**src/rtl/march_pkg.sv**
```systemverilog
package march_pkg;

  localparam int unsigned PASS_NUM   = 5;
  localparam int unsigned PASS_IDX_W = 3;

  typedef logic [PASS_IDX_W-1:0] pass_idx_t;

  localparam pass_idx_t PASS_FIRST = '0;
  localparam pass_idx_t PASS_LAST  = pass_idx_t'(PASS_NUM - 1);

  // passes 1 and 4 (zero-based) walk from the top offset downward
  function automatic logic pass_is_desc(pass_idx_t p);
    return (p == 3'd1) || (p == 3'd4);
  endfunction

  // every pass but the initial fill reads before writing
  function automatic logic pass_reads(pass_idx_t p);
    return p != PASS_FIRST;
  endfunction

  // pattern written by a pass: 1 means all ones
  function automatic logic pass_write_ones(pass_idx_t p);
    return (p == 3'd1) || (p == 3'd3);
  endfunction

  // pattern expected on read: 1 means all ones
  function automatic logic pass_expect_ones(pass_idx_t p);
    return (p == 3'd2) || (p == 3'd4);
  endfunction

  // cycles one window costs: a single-cycle fill plus four two-cycle passes
  function automatic int unsigned cycles_per_window(int unsigned words);
    return words + (PASS_NUM - 1) * 2 * words;
  endfunction

endpackage

```
**src/rtl/march_seq.sv**
```systemverilog
module march_seq
  import march_pkg::*;
#(
  parameter int unsigned ADDR_W = 6,
  parameter int unsigned WIN_W  = 4
) (
  input  logic              clk,
  input  logic              rst_n,
  input  logic              start_i,
  output logic              busy_o,
  output logic              done_o,
  output logic              accept_o,
  output logic              finish_o,
  output logic [ADDR_W-1:0] addr_o,
  output logic              we_o,
  output logic              write_ones_o,
  output logic              cmp_en_o,
  output logic              expect_ones_o
);

  localparam int unsigned SEG_W = ADDR_W - WIN_W;

  logic              run_q;
  logic              done_q;
  logic              half_q;
  pass_idx_t         pass_q;
  logic [SEG_W-1:0]  seg_q;
  logic [WIN_W-1:0]  cnt_q;

  // named internal events
  logic              reads;
  logic              desc;
  logic              addr_step;
  logic              cnt_wrap;
  logic              pass_wrap;
  logic              seg_wrap;
  logic              accept;
  logic              finish;
  logic [WIN_W-1:0]  offset;

  assign reads     = pass_reads(pass_q);
  assign desc      = pass_is_desc(pass_q);
  assign addr_step = !reads || half_q;
  assign cnt_wrap  = &cnt_q;
  assign pass_wrap = (pass_q == PASS_LAST);
  assign seg_wrap  = &seg_q;
  assign accept    = start_i && !run_q;
  assign finish    = run_q && addr_step && cnt_wrap && pass_wrap && seg_wrap;
  assign offset    = desc ? ~cnt_q : cnt_q;

  always_ff @(posedge clk or negedge rst_n) begin
    if (!rst_n) begin
      run_q  <= 1'b0;
      done_q <= 1'b0;
      half_q <= 1'b0;
      pass_q <= PASS_FIRST;
      seg_q  <= '0;
      cnt_q  <= '0;
    end else begin
      done_q <= finish;
      if (accept) begin
        run_q  <= 1'b1;
        half_q <= 1'b0;
        pass_q <= PASS_FIRST;
        seg_q  <= '0;
        cnt_q  <= '0;
      end else if (run_q) begin
        half_q <= reads ? ~half_q : 1'b0;
        if (addr_step) begin
          cnt_q <= cnt_q + 1'b1;
          if (cnt_wrap) begin
            pass_q <= pass_wrap ? PASS_FIRST : pass_q + 1'b1;
            if (pass_wrap) seg_q <= seg_q + 1'b1;
          end
        end
        if (finish) run_q <= 1'b0;
      end
    end
  end

  assign busy_o        = run_q;
  assign done_o        = done_q;
  assign accept_o      = accept;
  assign finish_o      = finish;
  assign addr_o        = {seg_q, offset};
  assign we_o          = run_q && addr_step;
  assign write_ones_o  = pass_write_ones(pass_q);
  assign cmp_en_o      = run_q && reads && half_q;
  assign expect_ones_o = pass_expect_ones(pass_q);

  AST_READ_THEN_WRITE: assert property (@(posedge clk) disable iff (!rst_n)
    (run_q && !we_o) |=> (we_o && addr_o == $past(addr_o)));

  AST_DONE_ONE_CYCLE: assert property (@(posedge clk) disable iff (!rst_n)
    done_q |=> !done_q);

  AST_BUSY_START_IGNORED: assert property (@(posedge clk) disable iff (!rst_n)
    (run_q && start_i) |=> !(run_q && pass_q == PASS_FIRST && seg_q == '0 && cnt_q == '0));

  AST_FILL_NO_READ: assert property (@(posedge clk) disable iff (!rst_n)
    (run_q && pass_q == PASS_FIRST) |-> (we_o && !cmp_en_o));

endmodule

```
**src/rtl/march_check.sv**
```systemverilog
module march_check
  import march_pkg::*;
#(
  parameter int unsigned DATA_W = 16,
  parameter int unsigned ADDR_W = 6,
  parameter int unsigned BANK_W = 1
) (
  input  logic                 clk,
  input  logic                 rst_n,
  input  logic                 clear_i,
  input  logic                 cmp_en_i,
  input  logic                 expect_ones_i,
  input  logic                 finish_i,
  input  logic [ADDR_W-1:0]    addr_i,
  input  logic [DATA_W-1:0]    rdata_i,
  output logic [DATA_W-1:0]    err_mask_o,
  output logic [ADDR_W-1:0]    fail_addr_o,
  output logic [(1<<BANK_W)-1:0] bank_bad_o,
  output logic                 pass_ok_o
);

  localparam int unsigned NBANK = 1 << BANK_W;

  logic [DATA_W-1:0] expect_word;
  logic [DATA_W-1:0] diff;
  logic              hit;
  logic [BANK_W-1:0] bank_sel;
  logic [NBANK-1:0]  bank_hit;

  logic [DATA_W-1:0] err_mask_q;
  logic [ADDR_W-1:0] fail_addr_q;
  logic [NBANK-1:0]  bank_q;
  logic              any_err_q;
  logic              pass_ok_q;

  assign expect_word = {DATA_W{expect_ones_i}};
  assign diff        = rdata_i ^ expect_word;
  assign hit         = cmp_en_i && (|diff);
  assign bank_sel    = addr_i[ADDR_W-1 -: BANK_W];

  for (genvar b = 0; b < NBANK; b++) begin : g_bank
    assign bank_hit[b] = hit && (bank_sel == BANK_W'(b));
  end

  always_ff @(posedge clk or negedge rst_n) begin
    if (!rst_n) begin
      err_mask_q  <= '0;
      fail_addr_q <= '0;
      bank_q      <= '0;
      any_err_q   <= 1'b0;
      pass_ok_q   <= 1'b0;
    end else if (clear_i) begin
      err_mask_q  <= '0;
      fail_addr_q <= '0;
      bank_q      <= '0;
      any_err_q   <= 1'b0;
      pass_ok_q   <= 1'b0;
    end else begin
      bank_q <= bank_q | bank_hit;
      if (hit) begin
        err_mask_q <= err_mask_q | diff;
        any_err_q  <= 1'b1;
        if (!any_err_q) fail_addr_q <= addr_i;
      end
      if (finish_i) pass_ok_q <= !(any_err_q || hit);
    end
  end

  assign err_mask_o  = err_mask_q;
  assign fail_addr_o = fail_addr_q;
  assign bank_bad_o  = bank_q;
  assign pass_ok_o   = pass_ok_q;

  AST_MASK_STICKY: assert property (@(posedge clk) disable iff (!rst_n)
    !$past(clear_i) |-> ((err_mask_q & $past(err_mask_q)) == $past(err_mask_q)));

  AST_FIRST_ADDR_HELD: assert property (@(posedge clk) disable iff (!rst_n)
    (any_err_q && $past(any_err_q) && !$past(clear_i)) |-> $stable(fail_addr_q));

  AST_BANK_NEEDS_ERR: assert property (@(posedge clk) disable iff (!rst_n)
    (err_mask_q == '0) |-> (bank_q == '0));

endmodule

```
**src/rtl/march_tester.sv**
```systemverilog
module march_tester
  import march_pkg::*;
#(
  parameter int unsigned DATA_W = 16,
  parameter int unsigned ADDR_W = 6,
  parameter int unsigned WIN_W  = 4,
  parameter int unsigned BANK_W = 1
) (
  input  logic                   clk,
  input  logic                   rst_n,
  input  logic                   start,
  output logic                   busy,
  output logic                   done,
  output logic                   pass_ok,
  output logic [ADDR_W-1:0]      fail_addr,
  output logic [DATA_W-1:0]      err_bits,
  output logic [(1<<BANK_W)-1:0] bank_bad,
  output logic [ADDR_W-1:0]      mem_addr,
  output logic                   mem_we,
  output logic [DATA_W-1:0]      mem_wdata,
  input  logic [DATA_W-1:0]      mem_rdata
);

  logic accept;
  logic finish;
  logic write_ones;
  logic cmp_en;
  logic expect_ones;

  march_seq #(
    .ADDR_W (ADDR_W),
    .WIN_W  (WIN_W)
  ) u_seq (
    .clk           (clk),
    .rst_n         (rst_n),
    .start_i       (start),
    .busy_o        (busy),
    .done_o        (done),
    .accept_o      (accept),
    .finish_o      (finish),
    .addr_o        (mem_addr),
    .we_o          (mem_we),
    .write_ones_o  (write_ones),
    .cmp_en_o      (cmp_en),
    .expect_ones_o (expect_ones)
  );

  assign mem_wdata = mem_we ? {DATA_W{write_ones}} : '0;

  march_check #(
    .DATA_W (DATA_W),
    .ADDR_W (ADDR_W),
    .BANK_W (BANK_W)
  ) u_check (
    .clk           (clk),
    .rst_n         (rst_n),
    .clear_i       (accept),
    .cmp_en_i      (cmp_en),
    .expect_ones_i (expect_ones),
    .finish_i      (finish),
    .addr_i        (mem_addr),
    .rdata_i       (mem_rdata),
    .err_mask_o    (err_bits),
    .fail_addr_o   (fail_addr),
    .bank_bad_o    (bank_bad),
    .pass_ok_o     (pass_ok)
  );

  AST_PASS_MATCHES_MASK: assert property (@(posedge clk) disable iff (!rst_n)
    done |-> (pass_ok == (err_bits == '0)));

  AST_NO_WRITE_IDLE: assert property (@(posedge clk) disable iff (!rst_n)
    (!busy && !$past(busy)) |-> (mem_wdata == '0));

endmodule

```
**config.mk**
```make
export PLATFORM = sky130hd
export DESIGN_NAME = march_tester
export DESIGN_NICKNAME = d
export VERILOG_FILES = /design/src/rtl/march_pkg.sv /design/src/rtl/march_seq.sv /design/src/rtl/march_check.sv /design/src/rtl/march_tester.sv
export SDC_FILE = /design/constraint.sdc
export NUM_CORES = 1
export LEC_CHECK = 0
export ABC_AREA = 1
export ABC_CLOCK_PERIOD_IN_PS = 2800
export BUFFER_PORTS_ARGS = -buffer_cell sky130_fd_sc_hd__buf_4
export CORE_MARGIN = 3
export CORE_UTILIZATION = 45
export DETAILED_ROUTE_END_ITERATION = 8
export GPL_ROUTABILITY_DRIVEN = 0
export PLACE_DENSITY = 0.76
export SKIP_CTS_REPAIR_TIMING = 1
export SLEW_MARGIN = 20
export SYNTH_ARGS = -nofsm -noshare
export SYNTH_HDL_FRONTEND = slang
export SYNTH_SLANG_ARGS = --single-unit
```
**constraint.sdc**
```tcl
create_clock -name clk -period 2.8 [get_ports clk]
set_clock_uncertainty 0.1 [all_clocks]
set_input_delay 0.42 -clock clk [delete_from_list [all_inputs] [get_ports clk]]
set_output_delay 0.42 -clock clk [all_outputs]
set_load 0.02 [all_outputs]
```
==> results.md <==
* Antenna violations before repair at 0
* WHS at -0.0196 ns
* RSZ-0062 raised after global routing: false
* Leakage power summed over all cells at 0.00164 uW
* Maximum VDD drop at 613 uV
* Largest incremental delay on the critical path at 0.40 ns
* Total overflow reported by the global router at 0
* Area share of the largest cell type after synthesis at 0.429
* Floorplan die width at 76.2 um
* Max Root-Sink Buffers at 2
* Synthesized cell area at 0.00222 sq mm
* Crit path cell chain: inv_1 -> ha_1 -> inv_1 -> nor2_1 -> nor2_1 -> nor2_1 -> inv_1 -> nor2_4 -> buf_12 -> buf_4
* Number of diodes at 0
* Critical path buffers and inverters at 5
* Effective utilization at floorplan at 0.486
* Sum of negative setup slack at 0 ns
* Leading cell types by total area after synthesis: dfrtp_1 43%, nand2_1 12%, inv_1 8.8%
* First-pass GRT wire length at 8.70 mm
* I/O pin cnt at 69
* DRC violation count after routing at 0
* Slew Limit Headroom at 0.683
* Net count after synthesis at 320
* Fraction of the mapped netlist area in simple logic gates at 0.274
* Slew of the pin with the lowest slew margin at 0.475 ns
* Num CTS Buffers at 5
* DP HPWL at between 3 and 4 mm
* CTS clock-pin slew for the worst setup and hold paths at about 0.080 ns
* Final hold viol count at 38
* Classification of the worst setup path: flip-flop to primary output
* Pwr dens at around 1100 mW/mm^2
* Total via count in the routed design at 1989
* First-pass iteration count of the detailed router at 4
* Clk sink count at 38
* Mean instance size in the synthesized netlist at 7.54 sq um
* Required time at the worst-slack endpoint at 2.28 ns
* Cell count after synthesis at 294
* Die H at 76.2 um
* Number of global-route vias before repair at 1899
* Pin count of the biggest net entering global routing at 39
* Clock tree from TritonCTS: yes
* Core region area at 0.00456 sq mm
* Ys Warns at 0
* Final routed wirelength across all metal layers at 5.05 mm
* Die outline area at 0.00580 sq mm
* Number of synthesized register bits at 38
* Mux contribution to synthesized area at 0
* Count of nets left with antenna violations after detail routing at 0
* Min-Delay Path Class: input port to asynchronous set/reset pin
* Main combinational cell family by area after synthesis: simple AND/OR/NAND/NOR gates
* Final setup fails at 0
* Kind of cell adding the most delay to the critical path: buffers and inverters
* Adder-Cell Fraction of Synth Area at 0.0395
* Fmax achieved at slightly below 400 MHz
* Data arrival time of the critical path at 2.01 ns
* Share of synthesized area occupied by flip-flops and latches at 0.429
* Clock insertion delay at the later pin of the skew report at just under 0.3 ns
* Fill cell instance count of the final layout at just over 400
* Count of H-tree levels built during CTS at 2
* Power after layout at 3070 uW
* Cell at the root of the clock tree: clkbuf_8
* Highest net fanout along the worst path at 16
* Run status: finished, violations left
* GRT Util Overall at 0.181
* Failing checks: negative hold slack
* Critical Path Slowest Stage Cell: dfrtp_1
* Count of input and output buffers at 68
* Number of placement rows at 24
* Capturing element type of the critical path: primary output
* Initial DRC count at 141
* Critical path launch point type: flip-flop
* Count of nets after finishing at 378
* Final design utilization at 0.624
* Count of pins over their slew limit at 0
* Maxcap violations at 0
* XOR/XNOR Fraction of Synth Area at 0.0158
* P&R area growth vs syn at 28.4%
* Seq. cell area at 951 sq um
* DR WL/cell at 12.1 um
* Library cell with the largest summed area after synthesis: dfrtp_1
* Number of distinct library cell variants in the gate-level netlist after synthesis at 23
* Routed vias/inst at between 4 and 5
* Final worst path period need at 2.53 ns
* Area occupied by multi-input gates at 921 sq um
* Period utilisation layout at 0.905
* Fraction of final layout cells with drive strength greater than 1 at 0.263
* Synth Area in Compound Gates at 0.0830
==> cell usage in the layout, fill, tap and decap left out <==
master     netlist  layout
nand3_1         33      33
a31oi_1          1       1
nand2_4          3       3
a21oi_1         22      22
ha_1             7       7
buf_4           15      71
a22o_1           1       1
nor2_2           2       2
nand4_1          1       1
dfrtp_1         38      38
o21ai_0         10      10
nor2_4           0       1
nand2_2          2       2
nor2_1          19      18
bufinv_16        0       2
nor3_1           3       3
nand2_1         70      70
inv_2            2       2
clkbuf_8         0       5
xor2_1           4       4
nand3_4          1       1
clkinv_4         0       1
a21oi_2          1       1
inv_1           52      52
nor3_2           1       1
buf_12           0       1
==> path summary, 6_finish.rpt <==
| check | from | to | slack, ns | depth (start not counted) |
|---|---|---|---|---|
| setup reg to reg | u_seq.pass_q[0] | u_check.fail_addr_o[2] | 0.54 | 14 |
| hold reg to reg | u_check.fail_addr_o[4] | u_check.fail_addr_o[4] | 0.40 | 2 |
| max in group asynchronous | rst_n | u_check.err_mask_o[7] | 2.29 | 1 |
| min in group clk | start | u_seq.busy_o | 0.30 | 3 |
| setup / recovery | u_seq.pass_q[0] | mem_wdata[9] | 0.27 | 10 |
| hold / removal | rst_n | u_check.fail_addr_o[1] | -0.02 | 1 |
==> routing by layer <==
| metal | GRT usage | part of all wire |
|---|---|---|
| met4 | 0.0489 | 0.015 |
| met5 | 0 | 0 |
| met1 | 0.232 | 0.46 |
| met3 | 0.0449 | 0.051 |
| met2 | 0.306 | 0.48 |
==> layout make-up <==
type                       count  area share
sequential                    38       0.334
multi-input combinational    181       0.324
timing repair buffer          72       0.194
inverter                      54      0.0712
tap                           65      0.0286
clock buffer                   5      0.0242
clock inverter                 3      0.0242
==> report_power, final <==
part | total [uW] | internal, uW | switching (uW) | leakage, uW
Combinational | 1770 | 669 | 1100 | 0.00116
Clock | 565 | 357 | 208 | 0.0000683
Sequential | 738 | 649 | 89.3 | 0.000411
Total | 3070 | 1670 | 1400 | 0.00164
==> stage by stage <==
stage	instances	hold slack, ns	worst slack, ns	instance area [sq um]
2_1_floorplan	294	0.0244	0.178	2220
3_3_place_gp	409	0.314	0.615	2690
3_5_place_dp	409	0.316	0.567	2690
4_1_cts	417	-0.00314	0.195	2830
5_1_grt	418	0.0203	0.0710	2850
6_report	418	-0.0196	0.267	2850
==> kinds of logic (layout without fill, tap and decap cells) <==
family | count (synthesis) | in the layout
simple gates | 135 | 135
buf+inv | 75 | 134
flops | 38 | 38
compound gates | 35 | 35
fa+ha+maj | 7 | 7
xor+xnor | 4 | 4
==> synthesized netlist by cell type, drive strengths merged <==
| cell type | n |
|---|---|
| nand3 | 34 |
| a22o | 1 |
| nor2 | 21 |
| dfrtp | 38 |
| nand2 | 75 |
| o21ai | 10 |
| ha | 7 |
| nor3 | 4 |
| buf | 17 |
| inv | 54 |
| xor2 | 4 |
| a21oi | 23 |
| clkbuf | 4 |
| a31oi | 1 |
| nand4 | 1 |
==> state kept, by name (all words and copies together) (netlist names) <==
name and flops:
u_seq.done_o 1, u_check.any_err_q 1, u_check.pass_ok_o 1, u_seq.seg_q 2, u_seq.half_q 1, u_seq.cnt_q 4
u_check.fail_addr_o 6, u_check.err_mask_o 16, u_seq.pass_q 3, u_check.bank_bad_o 2, u_seq.busy_o 1
Note: power is estimated with default switching activity, not from simulation.
